--- config.mk ---
export PLATFORM = sky130hd
export DESIGN_NAME = amo_rmw_unit
export DESIGN_NICKNAME = d
export VERILOG_FILES = /design/src/rtl/amo_rmw_unit.sv
export SDC_FILE = /design/constraint.sdc
export NUM_CORES = 1
export LEC_CHECK = 0
export ABC_CLOCK_PERIOD_IN_PS = 10140
export BUFFER_PORTS_ARGS = -buffer_cell sky130_fd_sc_hd__buf_2
export CAP_MARGIN = 5
export CORE_MARGIN = 1.5
export CORE_UTILIZATION = 35
export CTS_CLUSTER_SIZE = 25
export DETAILED_ROUTE_END_ITERATION = 10
export GPL_ROUTABILITY_DRIVEN = 0
export PLACE_DENSITY_LB_ADDON = 0.2
export SYNTH_ARGS = -nofsm -noshare
export SYNTH_HDL_FRONTEND = slang
export SYNTH_SLANG_ARGS = --single-unit
--- constraint.sdc ---
create_clock -name clk -period 10.14 [get_ports clk]
set_input_delay 1.014 -clock clk [delete_from_list [all_inputs] [get_ports clk]]
set_output_delay 1.014 -clock clk [all_outputs]
set_load 0.03 [all_outputs]
--- src/rtl/amo_rmw_unit.sv ---
module amo_rmw_unit #(
  parameter int PC_W = 32
) (
  input  logic            clk,
  input  logic            rst_n,
  input  logic            start,
  input  logic [31:0]     instr,
  input  logic [PC_W-1:0] pc,
  input  logic [31:0]     rs1_val,
  input  logic [31:0]     rs2_val,
  output logic            busy,
  output logic            illegal,
  output logic            mem_req,
  output logic            mem_we,
  output logic [31:0]     mem_addr,
  output logic [31:0]     mem_wdata,
  input  logic            mem_ack,
  input  logic            mem_err,
  input  logic [31:0]     mem_rdata,
  output logic            done,
  output logic [4:0]      rd_idx,
  output logic [31:0]     rd_val,
  output logic            trap,
  output logic            trap_on_write,
  output logic [PC_W-1:0] pc_out
);

  localparam int         XLEN    = 32;
  localparam logic [6:0] OPC_AMO = 7'h2F;
  localparam logic [2:0] WIDTH_W = 3'd2;

  typedef enum logic [2:0] {
    S_IDLE, S_RREQ, S_RWAIT, S_WREQ, S_WWAIT, S_DONE
  } st_t;

  st_t            st;
  logic [4:0]     sel_q;
  logic [XLEN-1:0] addr_q, opnd_q, old_q, alu_res;
  logic [4:0]     rd_q;
  logic [PC_W-1:0] pc_q;
  logic           illegal_q, trap_q, trap_wr_q;
  logic           sel_ok, dec_ok;
  logic           lt_opnd, lt_old;

  logic unused_fields;
  assign unused_fields = ^instr[26:15];

  always_comb begin
    case (instr[31:27])
      5'h00, 5'h04, 5'h08, 5'h0C,
      5'h10, 5'h14, 5'h18, 5'h1C: sel_ok = 1'b1;
      default:                    sel_ok = 1'b0;
    endcase
  end

  assign dec_ok = (instr[6:0] == OPC_AMO) && (instr[14:12] == WIDTH_W) && sel_ok;

  assign lt_opnd = sel_q[3] ? (opnd_q < old_q) : ($signed(opnd_q) < $signed(old_q));
  assign lt_old  = sel_q[3] ? (old_q < opnd_q) : ($signed(old_q) < $signed(opnd_q));

  always_comb begin
    case (sel_q[4:2])
      3'b000:  alu_res = opnd_q + old_q;
      3'b001:  alu_res = opnd_q ^ old_q;
      3'b010:  alu_res = opnd_q | old_q;
      3'b011:  alu_res = opnd_q & old_q;
      default: alu_res = sel_q[2] ? (lt_old ? opnd_q : old_q)
                                  : (lt_opnd ? opnd_q : old_q);
    endcase
  end

  always_ff @(posedge clk or negedge rst_n) begin
    if (!rst_n) begin
      st        <= S_IDLE;
      sel_q     <= '0;
      addr_q    <= '0;
      opnd_q    <= '0;
      old_q     <= '0;
      rd_q      <= '0;
      pc_q      <= '0;
      illegal_q <= 1'b0;
      trap_q    <= 1'b0;
      trap_wr_q <= 1'b0;
    end else begin
      illegal_q <= 1'b0;
      trap_q    <= 1'b0;
      case (st)
        S_IDLE: if (start) begin
          if (dec_ok) begin
            st     <= S_RREQ;
            sel_q  <= instr[31:27];
            rd_q   <= instr[11:7];
            addr_q <= rs1_val;
            opnd_q <= rs2_val;
            pc_q   <= pc;
          end else begin
            illegal_q <= 1'b1;
          end
        end
        S_RREQ: st <= S_RWAIT;
        S_RWAIT: if (mem_ack) begin
          if (mem_err) begin
            trap_q    <= 1'b1;
            trap_wr_q <= 1'b0;
            st        <= S_IDLE;
          end else begin
            old_q <= mem_rdata;
            st    <= S_WREQ;
          end
        end
        S_WREQ: st <= S_WWAIT;
        S_WWAIT: if (mem_ack) begin
          if (mem_err) begin
            trap_q    <= 1'b1;
            trap_wr_q <= 1'b1;
            st        <= S_IDLE;
          end else begin
            st <= S_DONE;
          end
        end
        S_DONE:  st <= S_IDLE;
        default: st <= S_IDLE;
      endcase
    end
  end

  assign busy          = (st != S_IDLE);
  assign illegal       = illegal_q;
  assign mem_req       = (st == S_RREQ) || (st == S_WREQ);
  assign mem_we        = (st == S_WREQ);
  assign mem_addr      = addr_q;
  assign mem_wdata     = alu_res;
  assign done          = (st == S_DONE);
  assign rd_idx        = rd_q;
  assign rd_val        = old_q;
  assign trap          = trap_q;
  assign trap_on_write = trap_q && trap_wr_q;
  assign pc_out        = (st == S_DONE) ? pc_q + PC_W'(4) : pc_q;

endmodule

# Yosys cells after proc, flatten, opt, wreduce, memory -nomap -nowiden
# Memory sizes are Yosys's and may differ from the RTL's.
# Cells that the tools add are included.
# totals
reg_bits	144
mem_bits_ro	32
input_bits	165
out_inout_bits	140
elab_cells	75
memories	1
# memory_table
memory	words	width	read_ports	rd_clocked_by_memory_dff	write_ports	line	text
(no name shown)	32	1	1	0	0	49	case (instr[31:27])
# classes
addsub	2
n_lt_le_gt_ge	4
n_eq_ne	16
n_mux	25
bitwise	4
n_reduce_logical	13
# ops
cell	n
32-bit < comparator	4
32-bit two-way mux	4
32-bit one-hot mux with 4 select lines	1
32-bit by 3-bit adder with 32-bit output (second input constant)	1
32-bit adder	1
32-bit AND	1
32-bit OR	1
32-bit bitwise XOR	1
3-bit by 2-bit equality test with 1-bit output (second input constant)	5
3-bit two-way mux	5
3-bit one-hot mux with 5 select lines	1
1-bit two-way mux	12
2-bit != test (second input constant)	6
7-bit by 6-bit equality test with 1-bit output (second input constant)	1
3-bit by 1-bit equality test with 1-bit output (second input constant)	2
3-bit equality test (second input constant)	2
3-bit zero test	2
3-bit AND reduction	2
5-bit AND reduction	1
4-bit AND reduction	1
1-bit logical AND	3
3-bit nonzero test	1
2-bit two-way mux	1
1-bit one-hot mux with 2 select lines	1
4 further kinds	4

# Logic depth before layout (Yosys ltp)
# depth
word_depth	6
ltp_mapped	14
mapped_depth_nobuf	12

# Worst setup path before layout
# OpenSTA, ideal clock, no wires.
# synth_timing
path_kind	reg2out
from	reg old_q[12], in the netlist rd_val[12]
to	out mem_wdata[12]
arrival_time_ps	3639
required_ps	9126
path_slack_ps	5487
path_stages_with_launch	13
n_path_buf	2
path_cell_list	dfrtp_1 > inv_1 > ha_1 > clkbuf_1 > or4_4 > nor3_2 > a221oi_1 > or2_1 > and4_4 > o21ai_4 > buf_4 > a21oi_1 > a221oi_1
# synth_via
elab_chain_len	5
word_cells_on_any_way	14
classes_between	add/sub: 1; order compare: 4; mux: 6; bitwise: 3
# synth_rtl
item	line	text
start: declaration	38	logic [XLEN-1:0] addr_q, opnd_q, old_q, alu_res;
start signal: assignment	107	old_q <= mem_rdata;
32-bit < comparator, on equally long branches	58, 59	
1-bit two-way mux, on equally long branches	58, 59	
32-bit two-way mux, on equally long branches	68, 67	
32-bit two-way mux	67	default: alu_res = sel_q[2] ? (lt_old ? opnd_q : old_q)
32-bit one-hot mux with 4 select lines (*)	62	case (sel_q[4:2])
end: declaration	16	output logic [31:0] mem_wdata,
# Every way passes the cells marked *; elsewhere a longest branch is shown, timed or not.

# Worst setup path in the final report
# layout_timing
from	reg old_q[29], in the netlist rd_val[29]
to	out mem_wdata[22]
# layout_via
elab_chain_len	5
word_cells_on_any_way	10
classes_between	order compare: 4; mux: 6
# layout_rtl
item	line
32-bit < comparator, on equally long branches	58, 59
1-bit two-way mux, on equally long branches	58, 59
32-bit two-way mux, on equally long branches	68, 67
32-bit two-way mux (*)	67
32-bit one-hot mux with 4 select lines (*)	62
# Marks and branches as above.

==> results_tabular.tex <==
\begin{tabular}{lr}
\hline
Metric & Value \\
\hline
\multicolumn{2}{l}{\textbf{Synth}} \\
\quad Simple logic cell fraction of the synthesized area & 0.122 \\
\quad Gate Count Post-Synth & between 1000 and 1500 \\
\quad Number of unique standard cell types used by synthesis & 67 \\
\quad Sequential share of the synthesized area & 0.322 \\
\quad XOR/XNOR Fraction of Synth Area & 0.0397 \\
\quad Mean Syn Cell Area & around 9.4 sq um \\
\quad Area share of the largest cell type after synthesis & 0.322 \\
\quad Post-Synthesis Cell Area & between 10000 and 15000 sq um \\
\quad Cell types with the largest area share after synthesis & dfrtp\_1, ha\_1, mux2\_2 \\
\quad Post-synthesis share of cell area spent on full adders, half adders and majority gates & 0.148 \\
\quad Dominant combinational cell family by area after synthesis & multiplexers \\
\quad Synth area leader & dfrtp\_1 \\
\quad Synthesis warning total & 0 \\
\quad Synth async-reset ratio & 1.00 \\
\quad Multiplexer fraction of the synthesized cell area & 0.161 \\
\quad Number of register bits inferred by synthesis & roughly 140 \\
\quad Most used flip-flop cell after synthesis & dfrtp\_1 \\
\quad Synth Area in Compound Gates & 0.148 \\
\quad Number of enable flip-flop cells after synthesis & 0 \\
\quad Total nets after synthesis & around 1500 \\
\multicolumn{2}{l}{\textbf{Drt}} \\
\quad Met2 Wirelength & approximately 16000 um \\
\quad DRT Wirelength & about 32000 um \\
\quad Remaining DRCs & 0 \\
\quad Average detailed-routed wire length per instance & approximately 18 um \\
\quad Vias post-DR & 9346 \\
\quad Antenna Violating Nets Remaining & 0 \\
\quad Number of detailed-route iterations in the first pass & 5 \\
\quad Initial DRC count & between 400 and 500 \\
\quad Number of vias per cell after detailed routing & $\sim$5 \\
\quad Wire length on met1 & roughly 14000 um \\
\quad Met3 WL & approximately 2100 um \\
\quad Uppermost signal routing layer after detailed routing & met5 \\
\multicolumn{2}{l}{\textbf{Clock tree}} \\
\quad TritonCTS Buffers & 17 \\
\quad Insertion delay to the later sink of the worst-skew pair & about 0.44 ns \\
\quad CTS tree & built \\
\quad Post-CTS clock slew at the launch and capture registers of the worst setup and hold paths & 0.07 ns \\
\quad CTS Sinks & between 100 and 150 \\
\quad Clock Path Buffers & 2 \\
\quad CTS Root Buffer Type & clkbuf\_16 \\
\quad Post-cts repair resize count & 0 \\
\quad H-tree lvl count & 4 \\
\quad Post-CTS setup buffer count & 0 \\
\quad Cts hold-fix bufs & 0 \\
\multicolumn{2}{l}{\textbf{Finish}} \\
\quad Commonest cells after routing, fill and taps aside & buf\_2, dfrtp\_1, mux2\_2, ha\_1, inv\_1 \\
\quad Number of filler instances in the final layout & between 3000 and 4000 \\
\quad Most common library cell in the layout ignoring fill and taps & buf\_2 \\
\quad Layout-stage area growth over the synthesis result & 21.3\% \\
\quad Final core occ & 0.434 \\
\quad Number of nets in the layout & between 1500 and 2000 \\
\quad Layout cells sized above 1 & 0.338 \\
\multicolumn{2}{l}{\textbf{Pwr}} \\
\quad Power Density & between 200 and 250 nW/um\^{}2 \\
\quad Worst supply voltage drop on vdd & about 0.00013 V \\
\quad Standby leakage power & around 6.8 nW \\
\multicolumn{2}{l}{\textbf{Worst setup path}} \\
\quad CP endpoint kind & output port \\
\quad Largest stage delay, worst path & around 0.64 ns \\
\quad Critical path arrival & slightly below 5 ns \\
\quad Crit path cell chain & inv\_1, ha\_1, nor4\_1, nand4\_1, or2\_1, and4\_4, o21ai\_4, buf\_4, mux2i\_1, a221o\_1, nor3\_2, buf\_2 \\
\quad Max stage delay cell, worst path & o21ai\_4 \\
\quad Worst Setup Path Type & reg2out \\
\quad Setup crit start kind & flip-flop \\
\quad Crit path max fanout & 31 \\
\quad Required time worst endpoint & 9.13 ns \\
\multicolumn{2}{l}{\textbf{STA}} \\
\quad Max Fclk & around 170 MHz \\
\quad Slew Limit Fails & 0 \\
\quad Fin worst setup slack & approximately 4.2 ns \\
\quad Setup\_tns & 0 ns \\
\quad Crit path time final & approximately 5.9 ns \\
\quad Slew headroom & 0.373 \\
\quad Least-Margin Pin Slew & $\sim$0.93 ns \\
\quad Final setup violation count & 0 \\
\quad Setup Skew & around 0.0068 ns \\
\quad RSZ-0062 raised after global routing & no \\
\quad Final period utilization & 0.583 \\
\quad Hold Violations, Final & 0 \\
\multicolumn{2}{l}{\textbf{Die}} \\
\quad Placement Rows & 64 \\
\quad Num ports & between 300 and 400 \\
\quad Die Height & roughly 180 um \\
\quad Total die area & roughly 33000 sq um \\
\quad Initial Util & 0.358 \\
\quad Die outline width & 181 um \\
\quad Core footprint & just over 30000 sq um \\
\multicolumn{2}{l}{\textbf{Global routing}} \\
\quad Global router's overall resource usage & 0.199 \\
\quad Maximum number of pins on one net before global-route repair & 80 \\
\quad Wire length of the first global-routing pass & $\sim$51000 um \\
\quad Global-route congestion overflow total & 0 \\
\quad Vias in the first global route & around 9300 \\
\quad Antenna violations before repair & 4 \\
\multicolumn{2}{l}{\textbf{Worst hold path}} \\
\quad Classification of the worst-slack hold path & reg2reg \\
\multicolumn{2}{l}{\textbf{Run status}} \\
\quad Outcome & complete, no violations \\
\multicolumn{2}{l}{\textbf{Placement}} \\
\quad DP HPWL & roughly 24000 um \\
\quad Input/output buffers & 292 \\
\quad Post-Place Setup Slack & around 4.7 ns \\
\multicolumn{2}{l}{\textbf{Run}} \\
\quad Max-cap violations & 0 \\
\hline
\end{tabular}
## registers in the layout, indices dropped and copies added, names as in the netlist
register   flops
illegal        1
trap_wr_q      1
opnd_q        32
st             3
trap           1
rd_idx         5
pc_q          32
mem_addr      32
rd_val        32
sel_q          3
## critical path: cells and delay by family, from the launching register on
family | cells | cell delay [ns]
and+or+nand+nor | 5 | 1.60
AOI/OAI and AO/OA | 2 | 1.01
buffers and inverters | 3 | 0.84
adders and majority gates | 1 | 0.42
DFF | 1 | 0.41
muxes | 1 | 0.14
## where the power goes
group          internal, mW  switching [mW]  leakage [nW]
combinational         0.474           0.919          4.65
sequential            0.640           0.124          1.91
clock                 0.374           0.281         0.287
## kinds of logic (layout without fill, tap and decap cells)
group,Yosys count,in the layout
simple gates,271,271
buf+inv,170,432
compound gates,253,253
mux,159,159
flops,142,142
xor+xnor,50,50
fa+ha+maj,130,130
other cells,0,1
## path summary, 6_finish.rpt
| kind | to | cells past startpoint | slack, ns | from |
|---|---|---|---|---|
| worst max-delay path | mem_wdata[22] | 12 | 4.23 | rd_val[29] |
| worst min-delay path | mem_addr[6] | 1 | 0.50 | mem_addr[6] |
| worst max register to register | pc_q[28] | 4 | 7.34 | st[1] |
| worst min register to register | mem_addr[6] | 1 | 0.50 | mem_addr[6] |
| max in group asynchronous | sel_q[2] | 2 | 8.15 | rst_n |
| min in group asynchronous | opnd_q[6] | 1 | 0.61 | rst_n |
## metrics by stage
step | instance area, sq um | hold slack, ns | total power, mW | instances
floorplan | 11000 | 0.481 | 1.76 | 1175
global placement | 12800 | 0.484 | 2.16 | 1801
detailed placement | 12800 | 0.488 | 2.18 | 1801
CTS | 13400 | 0.507 | 2.85 | 1833
global route | 13400 | 0.519 | 3.02 | 1833
finish | 13400 | 0.501 | 2.81 | 1834
## cell type report
type                            instances  area [sq um]  share of cell area
Sequential cell                       142          3560               0.266
Clock buffer                           19           443              0.0331
Timing Repair Buffer                  300          1530               0.114
Inverter                              100           375              0.0280
Antenna cell                            1          2.50            0.000187
Multi-Input combinational cell        863          6840               0.511
Clock inverter                         13           153              0.0114
Tap cell                              396           495              0.0370
## metal layers
layer / GRT usage / vias to the layer above
met1: 0.239 / 4437
met5: 0 / -
met3: 0.0629 / 32
li1: - / 4602
met2: 0.343 / 269
met4: 0.0538 / 6
## Yosys cell counts (4+ instances only)
library cell,number
a31oi_1,5
o21ai_0,46
mux2i_1,20
nor3b_1,6
inv_1,100
a221o_1,5
a211oi_1,13
ha_1,129
or4_1,5
nand3_1,16
a21o_1,13
nor3_1,16
and2_1,5
nand2_1,68
or3_1,4
buf_4,6
nand4_1,7
nor2_1,81
mux2_2,138
clkbuf_1,51
o211ai_1,27
nor4_1,11
dfrtp_1,142
o21bai_1,10
o31ai_1,6
o21a_1,5
xnor2_1,34
a221oi_1,8
a21boi_0,8
buf_1,10
a21oi_1,83
nor2b_1,18
xor2_1,16
and3_1,11
No activity file was read; power rests on OpenSTA's default activity.
